==> config.mk <==
export PLATFORM = sky130hd
export DESIGN_NAME = io_chan_scanner
export DESIGN_NICKNAME = d
export VERILOG_FILES = /design/src/rtl/io_scan_pkg.sv /design/src/rtl/io_scan_rst_sync.sv /design/src/rtl/io_scan_ptr.sv /design/src/rtl/io_scan_pend.sv /design/src/rtl/io_scan_pick.sv /design/src/rtl/io_chan_scanner.sv
export SDC_FILE = /design/constraint.sdc
export NUM_CORES = 1
export LEC_CHECK = 0
export BUFFER_PORTS_ARGS = -buffer_cell sky130_fd_sc_hd__buf_4
export CAP_MARGIN = 5
export CORE_ASPECT_RATIO = 0.75
export CORE_MARGIN = 8
export CORE_UTILIZATION = 43
export CTS_BUF_LIST = sky130_fd_sc_hd__clkbuf_4 sky130_fd_sc_hd__clkbuf_8
export DETAILED_ROUTE_END_ITERATION = 7
export PLACE_DENSITY_LB_ADDON = 0.3
export SYNTH_ARGS = -nofsm -noshare
export SYNTH_HDL_FRONTEND = slang
export SYNTH_HIERARCHICAL = 1
export SYNTH_SLANG_ARGS = --single-unit
==> constraint.sdc <==
create_clock -name clk -period 2.5 [get_ports clk]
set_input_delay 0.5 -clock clk [delete_from_list [all_inputs] [get_ports clk]]
set_output_delay 0.5 -clock clk [all_outputs]
set_load 0.03 [all_outputs]
==> src/rtl/io_scan_pkg.sv <==
package io_scan_pkg;
  // Latched control events of one path; bit 0 ready, bit 1 resume, bit 2 disconnect
  typedef struct packed {
    logic dsc;
    logic rsm;
    logic rdy;
  } chan_evt_t;

  localparam int unsigned EVT_W = 3;
endpackage

==> src/rtl/io_scan_rst_sync.sv <==
module io_scan_rst_sync (
  input  logic clk,
  input  logic rst_n,
  output logic rst_core_n
);
  logic [1:0] sync_d;
  logic [1:0] sync_q;

  always_comb begin
    sync_d = {sync_q[0], 1'b1};
  end

  always_ff @(posedge clk or negedge rst_n) begin
    if (!rst_n) begin
      sync_q <= 2'b00;
    end else begin
      sync_q <= sync_d;
    end
  end

  assign rst_core_n = sync_q[1];
endmodule

==> src/rtl/io_scan_ptr.sv <==
module io_scan_ptr #(
  parameter int unsigned N_GRP = 4,
  parameter int unsigned GID_W = 2
) (
  input  logic             clk,
  input  logic             rst_core_n,
  output logic [GID_W-1:0] ptr_o
);
  logic [GID_W-1:0] ptr_d;
  logic [GID_W-1:0] ptr_q;
  logic             at_last;

  always_comb begin
    at_last = (ptr_q == GID_W'(N_GRP - 1));
    if (at_last) begin
      ptr_d = '0;
    end else begin
      ptr_d = ptr_q + GID_W'(1);
    end
  end

  always_ff @(posedge clk or negedge rst_core_n) begin
    if (!rst_core_n) begin
      ptr_q <= '0;
    end else begin
      ptr_q <= ptr_d;
    end
  end

  assign ptr_o = ptr_q;
endmodule

==> src/rtl/io_scan_pend.sv <==
module io_scan_pend
  import io_scan_pkg::*;
#(
  parameter int unsigned N_PATH = 24
) (
  input  logic                   clk,
  input  logic                   rst_core_n,
  input  logic [N_PATH-1:0]      rdy_i,
  input  logic [N_PATH-1:0]      rsm_i,
  input  logic [N_PATH-1:0]      dsc_i,
  input  logic [N_PATH-1:0]      clr_i,
  output chan_evt_t [N_PATH-1:0] pend_o
);
  for (genvar p = 0; p < N_PATH; p++) begin : g_path
    chan_evt_t arr;
    chan_evt_t evt_d;
    chan_evt_t evt_q;
    logic      evt_en;

    assign arr = chan_evt_t'({dsc_i[p], rsm_i[p], rdy_i[p]});

    // clear of a granted path comes first, fresh arrivals are merged after it
    always_comb begin
      evt_en = clr_i[p] | (|arr);
      if (clr_i[p]) begin
        evt_d = arr;
      end else begin
        evt_d = chan_evt_t'(evt_q | arr);
      end
    end

    always_ff @(posedge clk or negedge rst_core_n) begin
      if (!rst_core_n) begin
        evt_q <= '0;
      end else if (evt_en) begin
        evt_q <= evt_d;
      end
    end

    assign pend_o[p] = evt_q;
  end
endmodule

==> src/rtl/io_scan_pick.sv <==
module io_scan_pick
  import io_scan_pkg::*;
#(
  parameter int unsigned N_GRP     = 4,
  parameter int unsigned GRP_PATHS = 6,
  parameter int unsigned GID_W     = 2,
  parameter int unsigned CID_W     = 3,
  localparam int unsigned N_PATH   = N_GRP * GRP_PATHS
) (
  input  logic [N_PATH-1:0]      busy_i,
  input  chan_evt_t [N_PATH-1:0] pend_i,
  input  logic [GID_W-1:0]       sel_i,
  output logic                   hit_o,
  output logic [CID_W-1:0]       chn_o,
  output chan_evt_t              evt_o
);
  logic [N_GRP-1:0]       grp_any;
  logic [N_GRP*CID_W-1:0] grp_low;

  // one fixed-priority encoder per group
  for (genvar g = 0; g < N_GRP; g++) begin : g_grp
    logic             any_l;
    logic [CID_W-1:0] low_l;

    always_comb begin
      any_l = 1'b0;
      low_l = '0;
      for (int c = GRP_PATHS - 1; c >= 0; c--) begin
        if (busy_i[g*GRP_PATHS + c]) begin
          any_l = 1'b1;
          low_l = CID_W'(c);
        end
      end
    end

    assign grp_any[g]                 = any_l;
    assign grp_low[g*CID_W +: CID_W]  = low_l;
  end

  int unsigned sel_idx;
  int unsigned path_idx;

  always_comb begin
    sel_idx  = int'(sel_i);
    hit_o    = 1'b0;
    chn_o    = '0;
    evt_o    = '0;
    path_idx = 0;
    if (sel_idx < N_GRP) begin
      hit_o    = grp_any[sel_idx];
      chn_o    = grp_low[sel_idx*CID_W +: CID_W];
      path_idx = sel_idx * GRP_PATHS + int'(chn_o);
      if (path_idx < N_PATH) begin
        evt_o = pend_i[path_idx];
      end
    end
  end
endmodule

==> src/rtl/io_chan_scanner.sv <==
module io_chan_scanner
  import io_scan_pkg::*;
#(
  parameter int unsigned   N_GRP        = 4,
  parameter int unsigned   GRP_PATHS    = 6,
  parameter logic [N_GRP-1:0] OUT_GRP_MASK = 4'b1100,
  localparam int unsigned  N_PATH       = N_GRP * GRP_PATHS,
  localparam int unsigned  GID_W        = (N_GRP > 1) ? $clog2(N_GRP) : 1,
  localparam int unsigned  CID_W        = (GRP_PATHS > 1) ? $clog2(GRP_PATHS) : 1
) (
  input  logic              clk,
  input  logic              rst_n,
  input  logic [N_PATH-1:0] rdy_i,
  input  logic [N_PATH-1:0] rsm_i,
  input  logic [N_PATH-1:0] dsc_i,
  output logic [GID_W-1:0]  scan_grp_o,
  output logic              gnt_vld_o,
  output logic [GID_W-1:0]  gnt_grp_o,
  output logic [CID_W-1:0]  gnt_chn_o,
  output logic              gnt_out_o,
  output logic [EVT_W-1:0]  gnt_evt_o
);
  logic                   rst_core_n;
  logic [GID_W-1:0]       ptr;
  chan_evt_t [N_PATH-1:0] pend_q;
  logic [N_PATH-1:0]      pend_busy;
  logic [N_PATH-1:0]      clr;
  logic                   hit;
  logic [CID_W-1:0]       pick_chn;
  chan_evt_t              pick_evt;

  io_scan_rst_sync u_rst (
    .clk        (clk),
    .rst_n      (rst_n),
    .rst_core_n (rst_core_n)
  );

  io_scan_ptr #(
    .N_GRP (N_GRP),
    .GID_W (GID_W)
  ) u_ptr (
    .clk        (clk),
    .rst_core_n (rst_core_n),
    .ptr_o      (ptr)
  );

  io_scan_pend #(
    .N_PATH (N_PATH)
  ) u_pend (
    .clk        (clk),
    .rst_core_n (rst_core_n),
    .rdy_i      (rdy_i),
    .rsm_i      (rsm_i),
    .dsc_i      (dsc_i),
    .clr_i      (clr),
    .pend_o     (pend_q)
  );

  for (genvar p = 0; p < N_PATH; p++) begin : g_busy
    assign pend_busy[p] = |pend_q[p];
  end

  io_scan_pick #(
    .N_GRP     (N_GRP),
    .GRP_PATHS (GRP_PATHS),
    .GID_W     (GID_W),
    .CID_W     (CID_W)
  ) u_pick (
    .busy_i (pend_busy),
    .pend_i (pend_q),
    .sel_i  (ptr),
    .hit_o  (hit),
    .chn_o  (pick_chn),
    .evt_o  (pick_evt)
  );

  // one-hot clear of the path being granted
  int unsigned gnt_idx;
  always_comb begin
    clr     = '0;
    gnt_idx = int'(ptr) * GRP_PATHS + int'(pick_chn);
    if (hit && (gnt_idx < N_PATH)) begin
      clr[gnt_idx] = 1'b1;
    end
  end

  // grant register: next state, then storage
  logic             vld_d;
  logic [GID_W-1:0] grp_d;
  logic [CID_W-1:0] chn_d;
  logic             out_d;
  chan_evt_t        evt_d;

  always_comb begin
    vld_d = hit;
    grp_d = ptr;
    chn_d = pick_chn;
    out_d = OUT_GRP_MASK[ptr];
    evt_d = pick_evt;
  end

  logic             vld_q;
  logic [GID_W-1:0] grp_q;
  logic [CID_W-1:0] chn_q;
  logic             out_q;
  chan_evt_t        evt_q;

  always_ff @(posedge clk or negedge rst_core_n) begin
    if (!rst_core_n) begin
      vld_q <= 1'b0;
      grp_q <= '0;
      chn_q <= '0;
      out_q <= 1'b0;
      evt_q <= '0;
    end else begin
      vld_q <= vld_d;
      if (hit) begin
        grp_q <= grp_d;
        chn_q <= chn_d;
        out_q <= out_d;
        evt_q <= evt_d;
      end
    end
  end

  assign scan_grp_o = ptr;
  assign gnt_vld_o  = vld_q;
  assign gnt_grp_o  = grp_q;
  assign gnt_chn_o  = chn_q;
  assign gnt_out_o  = out_q;
  assign gnt_evt_o  = evt_q;
endmodule

; After elaboration in Yosys (flattened, before gate mapping)
; Cells that the tools add are included.
[word_totals]
reg_bits = 86
input_bits = 74
output_inout_bits = 12
word_cells = 273
[classes]
n_addsub = 2
mul = 2
magnitude_cmp = 5
eq_ne = 1
shift = 1
n_mux = 83
bitwise = 48
n_reduce_logical = 50
[op_table]
columns = op, count
row1 = $mux W3, 50
row2 = $reduce_or A3 Y1, 48
row3 = $or A3 B3 Y3, 24
row4 = $ge A32 B1 Y1 const B, 1
row5 = $lt A32 B5 Y1 const B, 1
row6 = $lt A32 B6 Y1 const B, 1
row7 = $mux W1, 27
row8 = $mux W24, 1
row9 = $or A1 B1 Y1, 24
row10 = $bmux W3 S5, 1
row11 = $shiftx A12 B5 Y3, 1
row12 = $mul A2 B2 Y4 const B, 2
row13 = $add A5 B3 Y6, 1
row14 = $lt A2 B3 Y1 const B, 2
row15 = $demux W1 S5, 1
row16 = $bmux W1 S2, 2
row17 = $add A2 B1 Y2 const B, 1
row18 = $eq A2 B2 Y1 const B, 1
row19 = $logic_and A1 B1 Y1, 2
row20 = $mux W2, 1

; Depth between registers and ports, before layout
[logic_depth]
depth_word = 15
mapped_depth = 17
depth_no_buf = 17

; Modules after synthesis
; The synthesis kept the hierarchy.
[by_module_without_submodules]
columns = mod, n_inst, cells_per_inst, area_per_inst_um2, seq_area_each_um2
row1 = io_scan_pend, 1, 168, 2432.3, 1801.7
row2 = io_scan_pick, 1, 136, 1149.9, 0.0
row3 = io_chan_scanner, 1, 102, 945.9, 225.2
row4 = io_scan_ptr, 1, 4, 66.3, 50.0
row5 = io_scan_rst_sync, 1, 3, 53.8, 50.0

; Worst setup path before layout
; No wires, ideal clock.
[synth_timing]
kind = register -> register
startpoint = reg u_ptr.ptr_q[0], in the netlist u_ptr/ptr_o[0]
endpoint = reg evt_q, in the netlist gnt_evt_o[1]
setup_time_ns = 0.125
t_arrival_ns = 3.517
required_ns = 2.375
slack_ns = -1.142
stages_incl_launch_ff = 15
n_path_buf = 2
synth_period_minus_slack_ns = 3.642
cell_sequence = dfrtp_1 > buf_4 > inv_1 > nor3_1 > o21ai_0 > a31oi_1 > ha_1 > inv_1 > fa_1 > clkbuf_1 > inv_2 > mux4_2 > a22oi_1 > a31oi_1 > mux2_2
[synth_rtl]
columns = item, line_no
row1 = start: declaration, io_scan_ptr.sv:10  ; logic [GID_W-1:0] ptr_q;
row2 = start signal: assignment, io_scan_ptr.sv:26  ; ptr_q <= ptr_d;
row3 = end signal: assignment, io_chan_scanner.sv:121  ; evt_q <= evt_d;
row4 = end: declaration, io_chan_scanner.sv:106  ; chan_evt_t evt_q;

==> results.json <==
{
  "drcViolationCount": 0,
  "arrival_ns": 3.84,
  "crit_path_start": "u_pend/pend_o[0]",
  "fin_skew_ns": 0.0132,
  "synth_ff_type": "dfrtp_1",
  "yosysUniqueCellTypes": 56,
  "dp.cells": 781,
  "coreArea_um2": 10700,
  "synthCells": 413,
  "slowest_stage": "fa_1",
  "vias_per_cell": 5.61,
  "drt_pass1_iterations": 4,
  "ant_nets": 0,
  "tightestPinTransition_ns": 0.766,
  "critPathCaptureType": "flop",
  "setup_viol": 75,
  "grt_usage_pct": 23.7,
  "instances_no_fill": 816,
  "violations": "setup timing",
  "gr-usage-met1_pct": 30.0,
  "floorplan.initialDensity_pct": 43.3,
  "p_leak_nw": 2.95,
  "finalNetCount": 756,
  "grt_pass1_vias": 4974,
  "cts_root_buf": "clkbuf_8",
  "dp_hpwl_mm": 12.6,
  "synthTopCellsByArea": "dfrtp_1, a21o_1, mux4_1",
  "wl_per_cell_um": 21.3,
  "syn_area_per_cell_um2": 11.3,
  "peakVddDrop_v": 0.000326,
  "dieArea_um2": 14400,
  "rrSetupSlack_ns": -1.07,
  "port_buffers": 85,
  "antenna_found_initial": 0,
  "fill_cells": 746,
  "status": "finished, violations left",
  "worstSkewPairLatency_ns": 0.38,
  "die_y_um": 106,
  "path_clk_slew_ns": 0.09,
  "yosysMostFrequentCell": "dfrtp_1",
  "async_flop_share_pct": 100,
  "cp_data_required_time_ns": 2.77,
  "report.final.slew_viol_count": 0,
  "fmax_mhz": 280,
  "ioPinCount": 86,
  "critPathLaunchType": "flop",
  "cp-endpoint": "gnt_evt_o[1]",
  "holdPathStages": 2,
  "synth_common_cells": "dfrtp_1, a21o_1, inv_1",
  "cp_max_fo": 7,
  "final_area_um2": 7640,
  "cp_slowest_stage_delay_ns": 0.50,
  "cts_tree": "done",
  "die_w_um": 136,
  "rsz0062_at_grt": "true",
  "finalHoldViolations": 0,
  "syn-cell-area_um2": 4650,
  "postPlaceCellArea_um2": 6580,
  "synth_top_area_share_pct": 45.8,
  "grt_pass1_wl_mm": 26.1,
  "grtUsageMet2_pct": 36.5,
  "setup.worst_path.class": "flop to flop",
  "period_needed_ns": 3.57,
  "synth_edf_count": 0,
  "grt_overflow": 0,
  "fin_util_pct": 71.2,
  "path_cells": "or3_4, nor3_4, nor2b_4, nor3_2, a31oi_2, ha_2, inv_2, fa_1, buf_6, nand2_1, a211oi_2, a2111oi_4, o21ai_0, a31oi_1, mux2_4",
  "max_slew_margin_pct": 48.9,
  "powerDensity_nw_per_um2": 335,
  "antenna_cells": 0,
  "ys.warnings.count": 6,
  "finalPower_mw": 2.56,
  "cts_made_buffers": 9,
  "syn_to_final_growth_pct": 64.4,
  "fin_crit_sh_pct": 143,
  "htree_levels": 3,
  "hp-class": "input pin to flop",
  "grt_most_used_layer": "met2",
  "setup_ws_ns": -1.07,
  "first_iter_violations": 342,
  "cap_violations": 0,
  "drive_gt1_share_pct": 58.7,
  "reg2reg_depth": 15,
  "grtUsageMet3_pct": 7.54,
  "grt_max_degree": 55,
  "clock_sinks": 85,
  "routed_wl_mm": 17.4,
  "yosysSeqAreaShare_pct": 45.8,
  "timing.rr.start": "u_pend/pend_o[0]",
  "syn-num-nets": 498,
  "clockBufferDepth": 2,
  "fin_hold_ws_ns": 0.290,
  "row_count": 33,
  "synth_top_cell_by_area": "dfrtp_1",
  "place_congestion": 0.924,
  "r2r_end": "gnt_evt_o[1]",
  "ys_ff_latch": 85,
  "via_count": 4577
}
-- logic make-up after synthesis --
logic type | count (synthesis) | share of synthesized area (%)
AO/OA/AOI/OAI | 116 | 19.2
XOR/XNOR | 6 | 1.13
adder cells (fa/ha/maj) | 11 | 3.28
buffers and inverters | 54 | 5.65
flip-flops | 85 | 45.8
multiplexers | 30 | 10.4
other | 1 | 0.0807
AND/OR/NAND/NOR | 110 | 14.5
-- timing repair --
item | in CTS | in global routing
endpoints found under the hold margin | 2 | 0
hold buffers | 1 | 0
gates resized for setup | 107 | 50
endpoints found under the setup margin | 75 | 80
pin swaps | 40 | 21
gates cloned | 1 | 0
buffers inserted | 11 | 9
-- through the flow --
step / setup TNS (ns) / worst slack [ns]
CTS: -57.44 / -0.999
global placement: -64.01 / -1.16
detailed placement: -71.16 / -1.28
global route: -68.35 / -1.20
finish: -61.72 / -1.07
floorplan: -40.93 / -0.887
-- where the power goes --
part	internal, mW	switching [mW]
clock network	0.465	0.541
logic	0.101	0.0493
registers	1.38	0.0233
total	1.95	0.613
-- metal layers --
layer	wire length, um	vias up
met5	0	-
met4	474	0
met3	1520	46
met2	8120	194
met1	7280	2309
li1	-	2028
-- worst max-delay path: cells and delay by family, from the launching register on --
| kind | cells | cell delay, ns |
|---|---|---|
| simple gates | 5 | 1.00 |
| flops | 1 | 0.39 |
| fa+ha+maj | 2 | 0.73 |
| compound gates | 5 | 0.90 |
| mux | 1 | 0.26 |
| buf+inv | 2 | 0.19 |
-- worst min-delay path by stage --
stage | end | start
5_1_grt | u_pend/pend_o[24] | rdy_i[8]
3_5_place_dp | u_rst/sync_q[0] | rst_n
6_report | u_pend/pend_o[16] | rsm_i[5]
2_1_floorplan | u_rst/sync_q[0] | rst_n
3_3_place_gp | u_rst/sync_q[0] | rst_n
4_1_cts | u_pend/pend_o[47] | dsc_i[15]
-- state kept, by name, indices dropped and copies added (netlist names) --
| signal | count |
|---|---|
| u_pend/pend_o | 72 |
| gnt_chn_o | 3 |
| gnt_evt_o | 3 |
| gnt_grp_o | 2 |
| u_ptr/ptr_o | 2 |
| u_rst/sync_q | 2 |
| gnt_vld_o | 1 |
-- final cells by class --
type | count | area [um^2] | share of cell area [%]
flip-flops and latches | 85 | 2130 | 27.9
inverters | 41 | 164 | 2.14
clock inverters | 7 | 73.8 | 0.966
clock buffers | 9 | 124 | 1.62
repair buffers | 260 | 2110 | 27.6
multi-input cells | 274 | 2870 | 37.5
well taps | 140 | 175 | 2.29
-- cells in the final DEF (no fill, tap or decap), types with 5 or more instances in the layout --
| cell | instances |
|---|---|
| dfrtp_1 | 83 |
| inv_1 | 13 |
| o21ai_0 | 5 |
| nor3_4 | 7 |
| nand2_1 | 7 |
| inv_2 | 26 |
| or3_4 | 5 |
| mux2_2 | 6 |
| mux4_1 | 6 |
| buf_6 | 22 |
| ha_1 | 6 |
| mux4_2 | 6 |
| nor2_1 | 13 |
| mux2i_1 | 9 |
| nand2b_1 | 6 |
| clkbuf_8 | 9 |
| a21o_1 | 74 |
| or3_1 | 19 |
| nand2b_4 | 5 |
| buf_4 | 231 |
| nor4_4 | 18 |
Note: power is estimated with default switching activity, not from simulation.
